`src/rtl/tir_pkg.sv`:
```
package tir_pkg;

    localparam int LINE_W     = 32;
    localparam int ROUTE_W    = 5;
    localparam int WORD_W     = 64;
    localparam int B_LEVEL    = 1;
    localparam int B_IEN      = 2;
    localparam int B_ROUTE_LO = 9;
    localparam int B_MSG_EN   = 14;

    typedef enum logic [1:0] {
        ST_IDLE = 2'd0,
        ST_HELD = 2'd1,
        ST_PEND = 2'd2
    } tmr_state_e;

    typedef struct packed {
        logic               msg_en;
        logic [ROUTE_W-1:0] route;
        logic               ien;
        logic               level;
    } tmr_cfg_t;

    function automatic logic [LINE_W-1:0] permit_mask(input int line_count);
        if (line_count >= 32)
            return 32'hff00_0000;
        else if (line_count >= 20)
            return 32'hf << (line_count - 4);
        else
            return '0;
    endfunction

endpackage

```
`src/rtl/tir_cfg_bank.sv`:
```
module tir_cfg_bank
    import tir_pkg::*;
#(
    parameter int N_TIMERS   = 8,
    parameter int LINE_COUNT = 24,
    parameter bit MSG_CAP    = 1'b1,
    parameter int IDX_W      = 3
) (
    input  logic                     clk,
    input  logic                     rst_n,
    input  logic                     we_i,
    input  logic [IDX_W-1:0]         idx_i,
    input  logic [15:0]              wdata_i,
    output tmr_cfg_t [N_TIMERS-1:0]  cfg_o,
    output logic [N_TIMERS-1:0]      msg_o,
    output logic [N_TIMERS-1:0]      kill_o
);

    localparam logic [LINE_W-1:0] PERMIT = permit_mask(LINE_COUNT);

    tmr_cfg_t [N_TIMERS-1:0] cfg_q;
    tmr_cfg_t                wr_cfg;

    // Decode and sanitise the incoming word
    always_comb begin
        wr_cfg.level  = wdata_i[B_LEVEL];
        wr_cfg.ien    = wdata_i[B_IEN];
        wr_cfg.msg_en = wdata_i[B_MSG_EN];
        wr_cfg.route  = wdata_i[B_ROUTE_LO +: ROUTE_W];
        if (wr_cfg.route != '0 && !PERMIT[wr_cfg.route])
            wr_cfg.route = '0;
    end

    generate
        for (genvar t = 0; t < N_TIMERS; t++) begin : g_cfg
            logic hit;
            assign hit = we_i && (idx_i == IDX_W'(t));

            always_ff @(posedge clk) begin
                if (!rst_n)
                    cfg_q[t] <= '0;
                else if (hit)
                    cfg_q[t] <= wr_cfg;
            end

            assign kill_o[t] = hit && (!wr_cfg.ien || (wr_cfg.msg_en && MSG_CAP) ||
                                       !wr_cfg.level || (wr_cfg.route != cfg_q[t].route));
            assign msg_o[t]  = cfg_q[t].msg_en && MSG_CAP;
        end
    endgenerate

    assign cfg_o = cfg_q;

endmodule

```
`src/rtl/tir_timer_fsm.sv`:
```
module tir_timer_fsm
    import tir_pkg::*;
(
    input  logic     clk,
    input  logic     rst_n,
    input  logic     fire_i,
    input  logic     ien_i,
    input  tmr_cfg_t cfg_i,
    input  logic     msg_i,
    input  logic     kill_i,
    input  logic     clr_i,
    input  logic     grant_i,
    output logic     held_o,
    output logic     pend_o,
    output logic     pulse_o
);

    tmr_state_e state_q, state_d;
    logic       pulse_q, pulse_d;
    logic       accept;

    assign accept = fire_i && ien_i;

    always_comb begin
        state_d = state_q;
        pulse_d = 1'b0;
        unique case (state_q)
            ST_IDLE: begin
                if (accept) begin
                    if (msg_i)
                        state_d = ST_PEND;          // queue
                    else if (cfg_i.route != '0) begin
                        if (cfg_i.level)
                            state_d = ST_HELD;      // latch
                        else
                            pulse_d = 1'b1;         // pulse
                    end
                end
            end
            ST_HELD: begin
                if (clr_i || kill_i)
                    state_d = ST_IDLE;              // release
            end
            ST_PEND: begin
                if (grant_i)
                    state_d = ST_IDLE;              // issue
            end
            default: state_d = ST_IDLE;
        endcase
        if (kill_i && state_d == ST_HELD)
            state_d = ST_IDLE;
    end

    always_ff @(posedge clk) begin
        if (!rst_n) begin
            state_q <= ST_IDLE;
            pulse_q <= 1'b0;
        end else begin
            state_q <= state_d;
            pulse_q <= pulse_d;
        end
    end

    always_comb begin
        held_o  = (state_q == ST_HELD);
        pend_o  = (state_q == ST_PEND);
        pulse_o = pulse_q;
    end

endmodule

```
`src/rtl/tir_msg_arb.sv`:
```
module tir_msg_arb
    import tir_pkg::*;
#(
    parameter int N_TIMERS = 8
) (
    input  logic                         clk,
    input  logic                         rst_n,
    input  logic [N_TIMERS-1:0]          pend_i,
    input  logic [N_TIMERS*WORD_W-1:0]   route_i,
    output logic [N_TIMERS-1:0]          grant_o,
    output logic                         req_o,
    output logic [31:0]                  addr_o,
    output logic [31:0]                  data_o
);

    logic              found;
    logic [WORD_W-1:0] sel;

    always_comb begin
        grant_o = '0;
        found   = 1'b0;
        sel     = '0;
        for (int t = 0; t < N_TIMERS; t++) begin
            if (pend_i[t] && !found) begin
                grant_o[t] = 1'b1;
                found      = 1'b1;
                sel        = route_i[t*WORD_W +: WORD_W];
            end
        end
    end

    always_ff @(posedge clk) begin
        if (!rst_n) begin
            req_o  <= 1'b0;
            addr_o <= '0;
            data_o <= '0;
        end else begin
            req_o  <= found;
            addr_o <= sel[63:32];
            data_o <= sel[31:0];
        end
    end

endmodule

```
`src/rtl/timer_irq_router.sv`:
```
module timer_irq_router
    import tir_pkg::*;
#(
    parameter int N_TIMERS   = 8,
    parameter int LINE_COUNT = 24,
    parameter bit MSG_CAP    = 1'b1,
    localparam int IDX_W     = (N_TIMERS > 1) ? $clog2(N_TIMERS) : 1
) (
    input  logic                          clk,
    input  logic                          rst_n,
    input  logic [N_TIMERS-1:0]           fire_i,
    input  logic                          cfg_we_i,
    input  logic [IDX_W-1:0]              cfg_idx_i,
    input  logic [15:0]                   cfg_wdata_i,
    input  logic [N_TIMERS*WORD_W-1:0]    msg_route_i,
    input  logic                          stat_clr_we_i,
    input  logic [N_TIMERS-1:0]           stat_clr_i,
    output logic [LINE_W-1:0]             irq_lines_o,
    output logic [N_TIMERS-1:0]           status_o,
    output logic                          msg_req_o,
    output logic [31:0]                   msg_addr_o,
    output logic [31:0]                   msg_data_o
);

    tmr_cfg_t [N_TIMERS-1:0] cfg;
    logic [N_TIMERS-1:0]     msg, kill, held, pend, pulse, grant, ien_vec;

    tir_cfg_bank #(
        .N_TIMERS  (N_TIMERS),
        .LINE_COUNT(LINE_COUNT),
        .MSG_CAP   (MSG_CAP),
        .IDX_W     (IDX_W)
    ) u_cfg (
        .clk    (clk),
        .rst_n  (rst_n),
        .we_i   (cfg_we_i),
        .idx_i  (cfg_idx_i),
        .wdata_i(cfg_wdata_i),
        .cfg_o  (cfg),
        .msg_o  (msg),
        .kill_o (kill)
    );

    generate
        for (genvar t = 0; t < N_TIMERS; t++) begin : g_tmr
            assign ien_vec[t] = cfg[t].ien;

            tir_timer_fsm u_fsm (
                .clk    (clk),
                .rst_n  (rst_n),
                .fire_i (fire_i[t]),
                .ien_i  (ien_vec[t]),
                .cfg_i  (cfg[t]),
                .msg_i  (msg[t]),
                .kill_i (kill[t]),
                .clr_i  (stat_clr_we_i && stat_clr_i[t]),
                .grant_i(grant[t]),
                .held_o (held[t]),
                .pend_o (pend[t]),
                .pulse_o(pulse[t])
            );
        end
    endgenerate

    tir_msg_arb #(.N_TIMERS(N_TIMERS)) u_arb (
        .clk    (clk),
        .rst_n  (rst_n),
        .pend_i (pend),
        .route_i(msg_route_i),
        .grant_o(grant),
        .req_o  (msg_req_o),
        .addr_o (msg_addr_o),
        .data_o (msg_data_o)
    );

    // Line vector: OR of every timer's level or pulse on its route
    always_comb begin
        irq_lines_o = '0;
        for (int t = 0; t < N_TIMERS; t++) begin
            for (int l = 1; l < LINE_W; l++) begin
                if ((held[t] || pulse[t]) && cfg[t].route == ROUTE_W'(l))
                    irq_lines_o[l] = 1'b1;
            end
        end
    end

    assign status_o = held;

endmodule

```
`config.mk`:
```
export PLATFORM = sky130hd
export DESIGN_NAME = timer_irq_router
export DESIGN_NICKNAME = d
export VERILOG_FILES = /design/src/rtl/tir_pkg.sv /design/src/rtl/tir_cfg_bank.sv /design/src/rtl/tir_timer_fsm.sv /design/src/rtl/tir_msg_arb.sv /design/src/rtl/timer_irq_router.sv
export SDC_FILE = /design/constraint.sdc
export NUM_CORES = 1
export LEC_CHECK = 0
export ABC_AREA = 1
export BUFFER_PORTS_ARGS = -buffer_cell sky130_fd_sc_hd__buf_2
export CORE_AREA = 2 2 257 259
export CTS_BUF_LIST = sky130_fd_sc_hd__clkbuf_16
export DETAILED_ROUTE_END_ITERATION = 8
export DIE_AREA = 0 0 259 261
export HOLD_SLACK_MARGIN = 0.05
export PLACE_DENSITY = 0.47
export SYNTH_ARGS = -nofsm -noshare
export SYNTH_HDL_FRONTEND = slang
export SYNTH_HIERARCHICAL = 1
export SYNTH_SLANG_ARGS = --single-unit
```
`constraint.sdc`:
```
create_clock -name clk -period 1.95 [get_ports clk]
set_clock_uncertainty 0.1 [all_clocks]
set_input_delay 0.39 -clock clk [delete_from_list [all_inputs] [get_ports clk]]
set_output_delay 0.39 -clock clk [all_outputs]
set_load 0.02 [all_outputs]
```
==> metrics.csv, run 1 <==
metric,value,unit
Nets,3900,
crit path time final,2.41,ns
f_max,414,MHz
CP Max Fanout,4,
# DRC,0,
GPL Wtd Cong,0.958,
Crit path required time,1.46,ns
Hold Path Class,in2reg,
Worst R2R Path Depth,12,
Layout area overhead,60.5,%
mean post-synth cell area,5.29,um2
H-tree levels,4,
PortBufs,646,
Reg-to-Reg End,u_arb/data_o[22]$_SDFF_PN0_,
WL/cell,21.8,um
hold path startpoint,msg_route_i[478],
first-pass GRT wire length,123,mm
Initial Util,0.207,
Post-Route Setup TNS,-13.26,ns
Die Wd,259,um
worst vdd ir,0.462,mV
worst path buffer plus inverter count,4,
Syn Nets,3098,
Post-synth EDFFs,0,
Final Cycle Share,1.24,
Final Non-Filler Cells,4249,
Ports,656,
Die Ht,261,um
status,"complete, but fails checks",
core area,65000,um2
Initial DRC Count,1577,
yosys warns,6,
layout cells sized above 1,0.382,
Most common cell on crit path,nand2_2,
cell row count,94,
"slowest stage cell, crit path",dfxtp_2,
"most common cell after layout, fill and taps aside",nand2_1,
worst slew pin tran,0.620,ns
Sink Count,153,
Final Max Slew Viols,0,
leak pwr,0.0112,uW
"FF+latch count, synth",153,
Min-Delay Path Depth,3,
CP top delay family,simple AND/OR/NAND/NOR gates,
Post-Syn Instances,2547,
clock share of power,0.436,
CTS Buffer Depth,2,
Worst setup EP type,output pin,
vias per cell,4.55,
largest net degree at the start of global routing,66,
critical path's largest stage delay,0.33,ns
RSZ-0062 raised after global routing,true,
Cell Int Power,5630,uW
"Seq/Total Area, Yosys",0.227,
switching power,2460,uW
P per Cell Area,374,nW/um2
combinational power share,0.170,
gr usage total,0.256,
die area,67600,um2
Flop pwr share,0.395,
dpl cells,4131,
Clock transition at path regs,0.07,ns
"FFs w/ async S/R, synth",0,
root buf cell,clkbuf_16,
Post-synth top flop,dfxtp_1,
Routed Antenna Nets,0,
drt pass-1 iters,6,
hold path endpoint,u_arb/data_o[30]$_SDFF_PN0_,
# setup viols final,49,
worst setup margin,-0.463,ns
clock buffer count from CTS,17,
Cell variety after synth,29,
Critical Path Source Type,flip-flop,
ordered list of cells on the worst path,"inv_2, nand2_2, inv_2, nor2_4, nor2_4, clkbuf_16, nand2_2, nand2_2, nor2_4, nand2_2, buf_6",
DR vias,19345,
clk_lat worst skew,0.50,ns
flop2flop setup slack,-0.07,ns
routed wire length,92.6,mm
crit path DAT,1.92,ns
violations in the final reports,negative setup slack,
worst setup path class,reg2out,
number of global-route vias before repair,17419,
most frequent cells in the layout,"752 x nand2_1, 615 x buf_2, 491 x nor2_1",
mapped cell area,13500,um2
Maximum Capacitance Violations,0,
CTS tree,done,
grt total ovfl,0,
Sw Share,0.305,
DPL Wire Length,76.1,mm
Reg-to-Reg Start,g_tmr[2].u_fsm/state_q[1]$_SDFF_PP0_,
initial antenna violation count,81,
Fin. Hold Viols,0,
Slew HR,0.586,
## synth_stat cells (2+ instances only)
master    number  area (um2)
nand2_1      905        3400
nor2_1       572        2150
nand3_1      299        1500
inv_1        206         773
dfxtp_1      153        3060
o21bai_1      64         480
buf_2         51         255
a21oi_1       47         235
o21ai_0       45         225
clkbuf_1      34         128
nor2_2        34         213
buf_4         23         173
nor2_4        22         248
nand4_1       17         106
buf_6         15         169
inv_2         10        37.5
nor3_1        10        50.1
nand3b_1       9        67.6
o21ai_1        9        45.0
nor3b_1        8        60.1
buf_1          3        11.3
nand2_2        3        18.8
nand3_4        2        35.0
## cells by family after synthesis
logic type / share of synthesized area
AOI/OAI and AO/OA: 0.0731
buffers and inverters: 0.115
other: 0.000278
and+or+nand+nor: 0.584
DFF: 0.227
## metal layers
metal  global-route usage  wire length [um]
met2                0.426             43500
met4               0.0631              2050
met5                    0               443
met3               0.0911              9070
met1                0.313             37500
## flip-flops by register name, summed over array words and instances (netlist names)
name / cells
u_cfg/cfg_o: 64
u_arb/data_o: 32
u_arb/addr_o: 32
g_tmr.u_fsm/state_q: 16
u_arb/req_o: 1
g_tmr.u_fsm/pulse_o: 8
## repair_timing
action | 4_1_cts | 5_1_grt
buffers inserted | 14 | 36
endpoints found under the hold margin | 14 | 0
setup endpoints to repair | 70 | 93
hold buffers | 14 | 0
gates resized for setup | 163 | 261
gates cloned | 2 | 10
pin swaps | 67 | 138
## worst min-delay path, cell delays in order
cell and delay [ns]:
buf_2 0.08, o21bai_1 0.07, nor2_1 0.10
## worst max-delay path by stage
stage / startpoint / to / cells after the start
2_1_floorplan: g_tmr[7].u_fsm/state_q[1]$_SDFF_PP0_ / irq_lines_o[22] / 12
3_3_place_gp: g_tmr[4].u_fsm/state_q[1]$_SDFF_PP0_ / u_arb/data_o[1]$_SDFF_PN0_ / 10
3_5_place_dp: g_tmr[4].u_fsm/state_q[1]$_SDFF_PP0_ / u_arb/addr_o[6]$_SDFF_PN0_ / 10
4_1_cts: g_tmr[2].u_fsm/state_q[1]$_SDFF_PP0_ / irq_lines_o[24] / 11
5_1_grt: g_tmr[1].u_fsm/state_q[1]$_SDFF_PP0_ / irq_lines_o[10] / 12
6_report: g_tmr[2].u_fsm/state_q[1]$_SDFF_PP0_ / irq_lines_o[3] / 11
## per-stage QoR
step	setup slack (ns)	hold slack, ns	util	cell area [um2]	total power (uW)
floorplan	0.126	0.366	-	13500	3670
global placement	-0.132	0.397	0.292	19000	4580
detailed placement	-0.129	0.399	0.292	19000	4580
CTS	-0.533	0.0501	0.312	20300	8180
global route	-0.538	0.0728	0.332	21600	8430
finish	-0.463	0.0853	0.333	21600	8090
## area by class of cell
cell class | instances | area [um2]
clock buffer | 17 | 425
timing repair buffer | 908 | 6140
multi-input combinational | 2051 | 9840
tap | 864 | 1080
clock inverter | 15 | 160
antenna | 23 | 57.6
timing repair inverter | 1 | 6.26
inverter | 217 | 827
fill | 7474 | 43400
sequential | 153 | 3090
## power by group through the flow
stage	registers [uW]	logic (uW)	clock network, uW
6_report	3190	1370	3520
3_3_place_gp	3270	1310	0
4_1_cts	3190	1340	3640
3_5_place_dp	3270	1310	0
5_1_grt	3200	1490	3740
2_1_floorplan	3270	397	0
No activity file was read; power rests on OpenSTA's default activity.
==> run 2: changes to the inputs <==
--- a/config.mk
+++ b/config.mk
@@ -7,13 +7,12 @@
 export LEC_CHECK = 0
 export ABC_AREA = 1
 export BUFFER_PORTS_ARGS = -buffer_cell sky130_fd_sc_hd__buf_2
-export CORE_AREA = 2 2 257 259
+export CORE_AREA = 2 2 256 258
 export CTS_BUF_LIST = sky130_fd_sc_hd__clkbuf_16
 export DETAILED_ROUTE_END_ITERATION = 8
-export DIE_AREA = 0 0 259 261
+export DIE_AREA = 0 0 258 260
 export HOLD_SLACK_MARGIN = 0.05
-export PLACE_DENSITY = 0.47
+export PLACE_DENSITY = 0.46
 export SYNTH_ARGS = -nofsm -noshare
 export SYNTH_HDL_FRONTEND = slang
-export SYNTH_HIERARCHICAL = 1
 export SYNTH_SLANG_ARGS = --single-unit
==> constraint.sdc (replaced) <==
create_clock -name clk -period 2.1 [get_ports clk]
set_clock_uncertainty 0.1 [all_clocks]
set_input_delay 0.42 -clock clk [delete_from_list [all_inputs] [get_ports clk]]
set_output_delay 0.42 -clock clk [all_outputs]
set_load 0.02 [all_outputs]
==> run 2 against run 1 <==
  * The run still ends with negative setup slack left
  * Register-to-register slack worse by 0.08 ns
  * Highest routed layer unchanged
  * Sequential share of layout area shrank 0.34 points
  * Combinational power shrank 15%
==> metrics.csv, run 2 <==
metric,value,unit,change
status,"complete, but fails checks",,unchanged
violations in the final reports,negative setup slack,,unchanged
P per Cell Area,319,nW/um2,was 374 nW/um2
Crit path required time,1.58,ns,was 1.46 ns
# setup viols final,92,,was 49
Synth area leaders,"dfxtp_1 27%, nand2_1 20%, nor2_1 9.1%",,"was nand2_1 25%, dfxtp_1 23%, nor2_1 16%"
Final Cycle Share,1.28,,
core area,64100,um2,was 65000 um2
Layout area overhead,95.0,%,was 60.5%
cell row count,93,,was 94
Fillers,7128,,was 7474
worst slew pin tran,0.728,ns,was 0.620 ns
Fin. Hold Viols,0,,unchanged
Hold Path Class,in2reg,,unchanged
Post-synth top flop,dfxtp_1,,unchanged
# DRC,0,,unchanged
flop2flop setup slack,-0.15,ns,was -0.07 ns
Reg-to-Reg Start,g_tmr[2].u_fsm.state_q[0]$_SDFF_PP0_,,was g_tmr[2].u_fsm/state_q[1]$_SDFF_PP0_
Commonest cells post-synth,"592 x nand2_1, 277 x nor2_1, 186 x a21oi_1",,"was 905 x nand2_1, 572 x nor2_1, 299 x nand3_1"
number of global-route vias before repair,17812,,was 17419
most frequent cells in the layout,"618 x buf_2, 501 x nand2_1, 295 x buf_4",,"was 752 x nand2_1, 615 x buf_2, 491 x nor2_1"
Hold WS,0.105,ns,was 0.0853 ns
"slowest stage cell, crit path",dfxtp_2,,unchanged
hold-fix buffers at CTS,0,,was 14
Maximum Capacitance Violations,0,,unchanged
Routed Antenna Nets,0,,unchanged
grt total ovfl,0,,unchanged
Clock transition at path regs,0.07,ns,about the same
Critical Path Source Type,flip-flop,,unchanged
PortBufs,646,,unchanged
CTS Buffer Depth,2,,unchanged
largest net degree at the start of global routing,64,,was 66
worst path buffer plus inverter count,4,,unchanged
ordered list of cells on the worst path,"inv_2, nor2_2, or2_4, nand2_4, clkinvlp_4, buf_6, a221oi_2, nand4_1, buf_4",,"was inv_2, nand2_2, inv_2, nor2_4, nor2_4, clkbuf_16, nand2_2, nand2_2, nor2_4, nand2_2, buf_6"
Initial Util,0.178,,was 0.207
f_max,371,MHz,
"most common cell after layout, fill and taps aside",buf_2,,was nand2_1
critical path's largest stage delay,0.31,ns,was 0.33 ns
DR vias,18306,,was 19345
Post-synth EDFFs,0,,unchanged
CP Max Fanout,5,,was 4
vias per cell,4.74,,was 4.55
routed wire length,102,mm,was 92.6 mm
Slew HR,0.514,,was 0.586
Ports,656,,unchanged
Die Ht,260,um,was 261 um
hold path startpoint,msg_route_i[469],,was msg_route_i[478]
Pwr Total,7090,uW,was 8090 uW
worst setup path class,reg2out,,unchanged
worst vdd ir,0.463,mV,was 0.462 mV
Nets,3521,,was 3900
root buf cell,clkbuf_16,,unchanged
clock buffer count from CTS,17,,unchanged
"Seq/Total Area, Yosys",0.269,,was 0.227
RSZ-0062 raised after global routing,true,,unchanged
"FF+latch count, synth",153,,unchanged
mean post-synth cell area,5.71,um2,was 5.29 um2
Reg-to-Reg End,u_arb.data_o[20]$_SDFF_PN0_,,was u_arb/data_o[22]$_SDFF_PN0_
Final Max Slew Viols,0,,unchanged
worst setup margin,-0.595,ns,was -0.463 ns
Largest register FFs,64,,unchanged
H-tree levels,4,,unchanged
Syn Nets,2547,,was 3098
Die Wd,258,um,was 259 um
clk_lat worst skew,0.46,ns,was 0.50 ns
fin util,0.347,,was 0.333
drt pass-1 iters,5,,was 6
Worst setup EP type,output pin,,unchanged
leak pwr,0.0107,uW,was 0.0112 uW
Post-Syn Instances,1996,,was 2547
Worst R2R Path Depth,17,,was 12
Initial DRC Count,1661,,was 1577
"count leader, synth",nand2_1,,unchanged
crit path time final,2.70,ns,
layout cells sized above 1,0.490,,was 0.382
CTS tree,done,,unchanged
Cell variety after synth,43,,was 29
Sink Count,153,,unchanged
first-pass GRT wire length,136,mm,was 123 mm
gr usage total,0.290,,was 0.256
Yosys top cell by area,dfxtp_1,,was nand2_1
GPL Wtd Cong,1.04,,was 0.958
WL/cell,26.3,um,was 21.8 um
yosys warns,0,,was 6
"FFs w/ async S/R, synth",0,,unchanged
Place WS,-0.240,ns,was -0.129 ns
CP top delay family,buffers and inverters,,was simple AND/OR/NAND/NOR gates
Synth top area share,0.269,,was 0.252
crit path DAT,2.18,ns,was 1.92 ns
Min-Delay Path Depth,3,,unchanged
DPL Wire Length,82.8,mm,was 76.1 mm
hold path endpoint,u_arb.data_o[21]$_SDFF_PN0_,,was u_arb/data_o[30]$_SDFF_PN0_
initial antenna violation count,78,,was 81
mapped cell area,11400,um2,was 13500 um2
die area,67100,um2,was 67600 um2
[run 2: cell types whose count changed after synthesis, moves of 16 or more]
cell,change
o21bai_1,-62
a31oi_1,+38
a221oi_1,+16
nor2_1,-295
buf_2,-24
a21oi_1,+139
nor2_2,-32
nand4_1,+41
nand3_1,-133
o22ai_1,+21
nor3_1,+23
nor2_4,-18
inv_1,-23
nand2_1,-313
[run 2: worst max path at each step]
stage / from / end / slack (ns) / cells after the start
6_report: g_tmr[7].u_fsm.state_q[0]$_SDFF_PP0_ / irq_lines_o[27] / -0.60 / 9
5_1_grt: g_tmr[7].u_fsm.state_q[0]$_SDFF_PP0_ / irq_lines_o[23] / -0.68 / 9
4_1_cts: g_tmr[3].u_fsm.state_q[0]$_SDFF_PP0_ / irq_lines_o[31] / -0.60 / 11
3_5_place_dp: g_tmr[7].u_fsm.state_q[0]$_SDFF_PP0_ / irq_lines_o[14] / -0.24 / 11
3_3_place_gp: g_tmr[0].u_fsm.state_q[1]$_SDFF_PP0_ / irq_lines_o[15] / -0.26 / 9
2_1_floorplan: g_tmr[6].u_fsm.state_q[0]$_SDFF_PP0_ / irq_lines_o[19] / 0.02 / 9
[run 2: cell families after synthesis]
logic type	synth area share
AOI/OAI and AO/OA	0.194
and+or+nand+nor	0.425
buffers and inverters	0.107
xor gates and xnor gates	0.00461
DFF	0.269
other	0.000329
[run 2: timing repair]
item / CTS / global route
setup buffers: 54 / 18
gates cloned: 17 / 7
setup endpoints to repair: 95 / 99
pin swaps: 87 / 114
resized for setup: 367 / 275
hold endpoints to repair: 0 / 0
[run 2: power by group]
part | internal, uW | total (uW) | leakage (uW) | switching, uW
combinational | 535 | 1160 | 0.00915 | 623
sequential | 2930 | 2960 | 0.00125 | 28.3
clock | 1490 | 2970 | 0.000258 | 1480
[run 2: routing by layer]
metal | GRT usage | routed length (um) | vias up
met1 | 0.367 | 41000 | 8515
met5 | 0 | 229 | -
met4 | 0.103 | 3500 | 38
met2 | 0.465 | 46200 | 937
met3 | 0.0874 | 10700 | 185
li1 | - | - | 8631
[run 2: layout make-up]
type	count	area, um2	area share
Multi-Input combinational cell	1545	8960	0.403
Sequential cell	153	3090	0.139
Inverter	194	815	0.0367
Antenna cell	29	72.6	0.00327
Tap cell	855	1070	0.0482
Clock inverter	14	85.1	0.00383
Timing Repair inverter	1	7.51	0.000338
Clock buffer	17	425	0.0191
Timing Repair Buffer	1058	7690	0.346
[run 2: stage by stage]
stage               std cells  cell area, um2  TNS (ns)
floorplan                1996           11400         0
global placement         3733           18200    -11.91
detailed placement       3733           18200    -12.68
CTS                      3827           21000    -24.52
global route             3853           22200    -29.97
finish                   3866           22200    -20.11
[run 2: worst min-delay path: cells and delay by family]
family          cells  cell delay [ns]
compound gates      1             0.05
buf+inv             1             0.09
simple gates        1             0.07
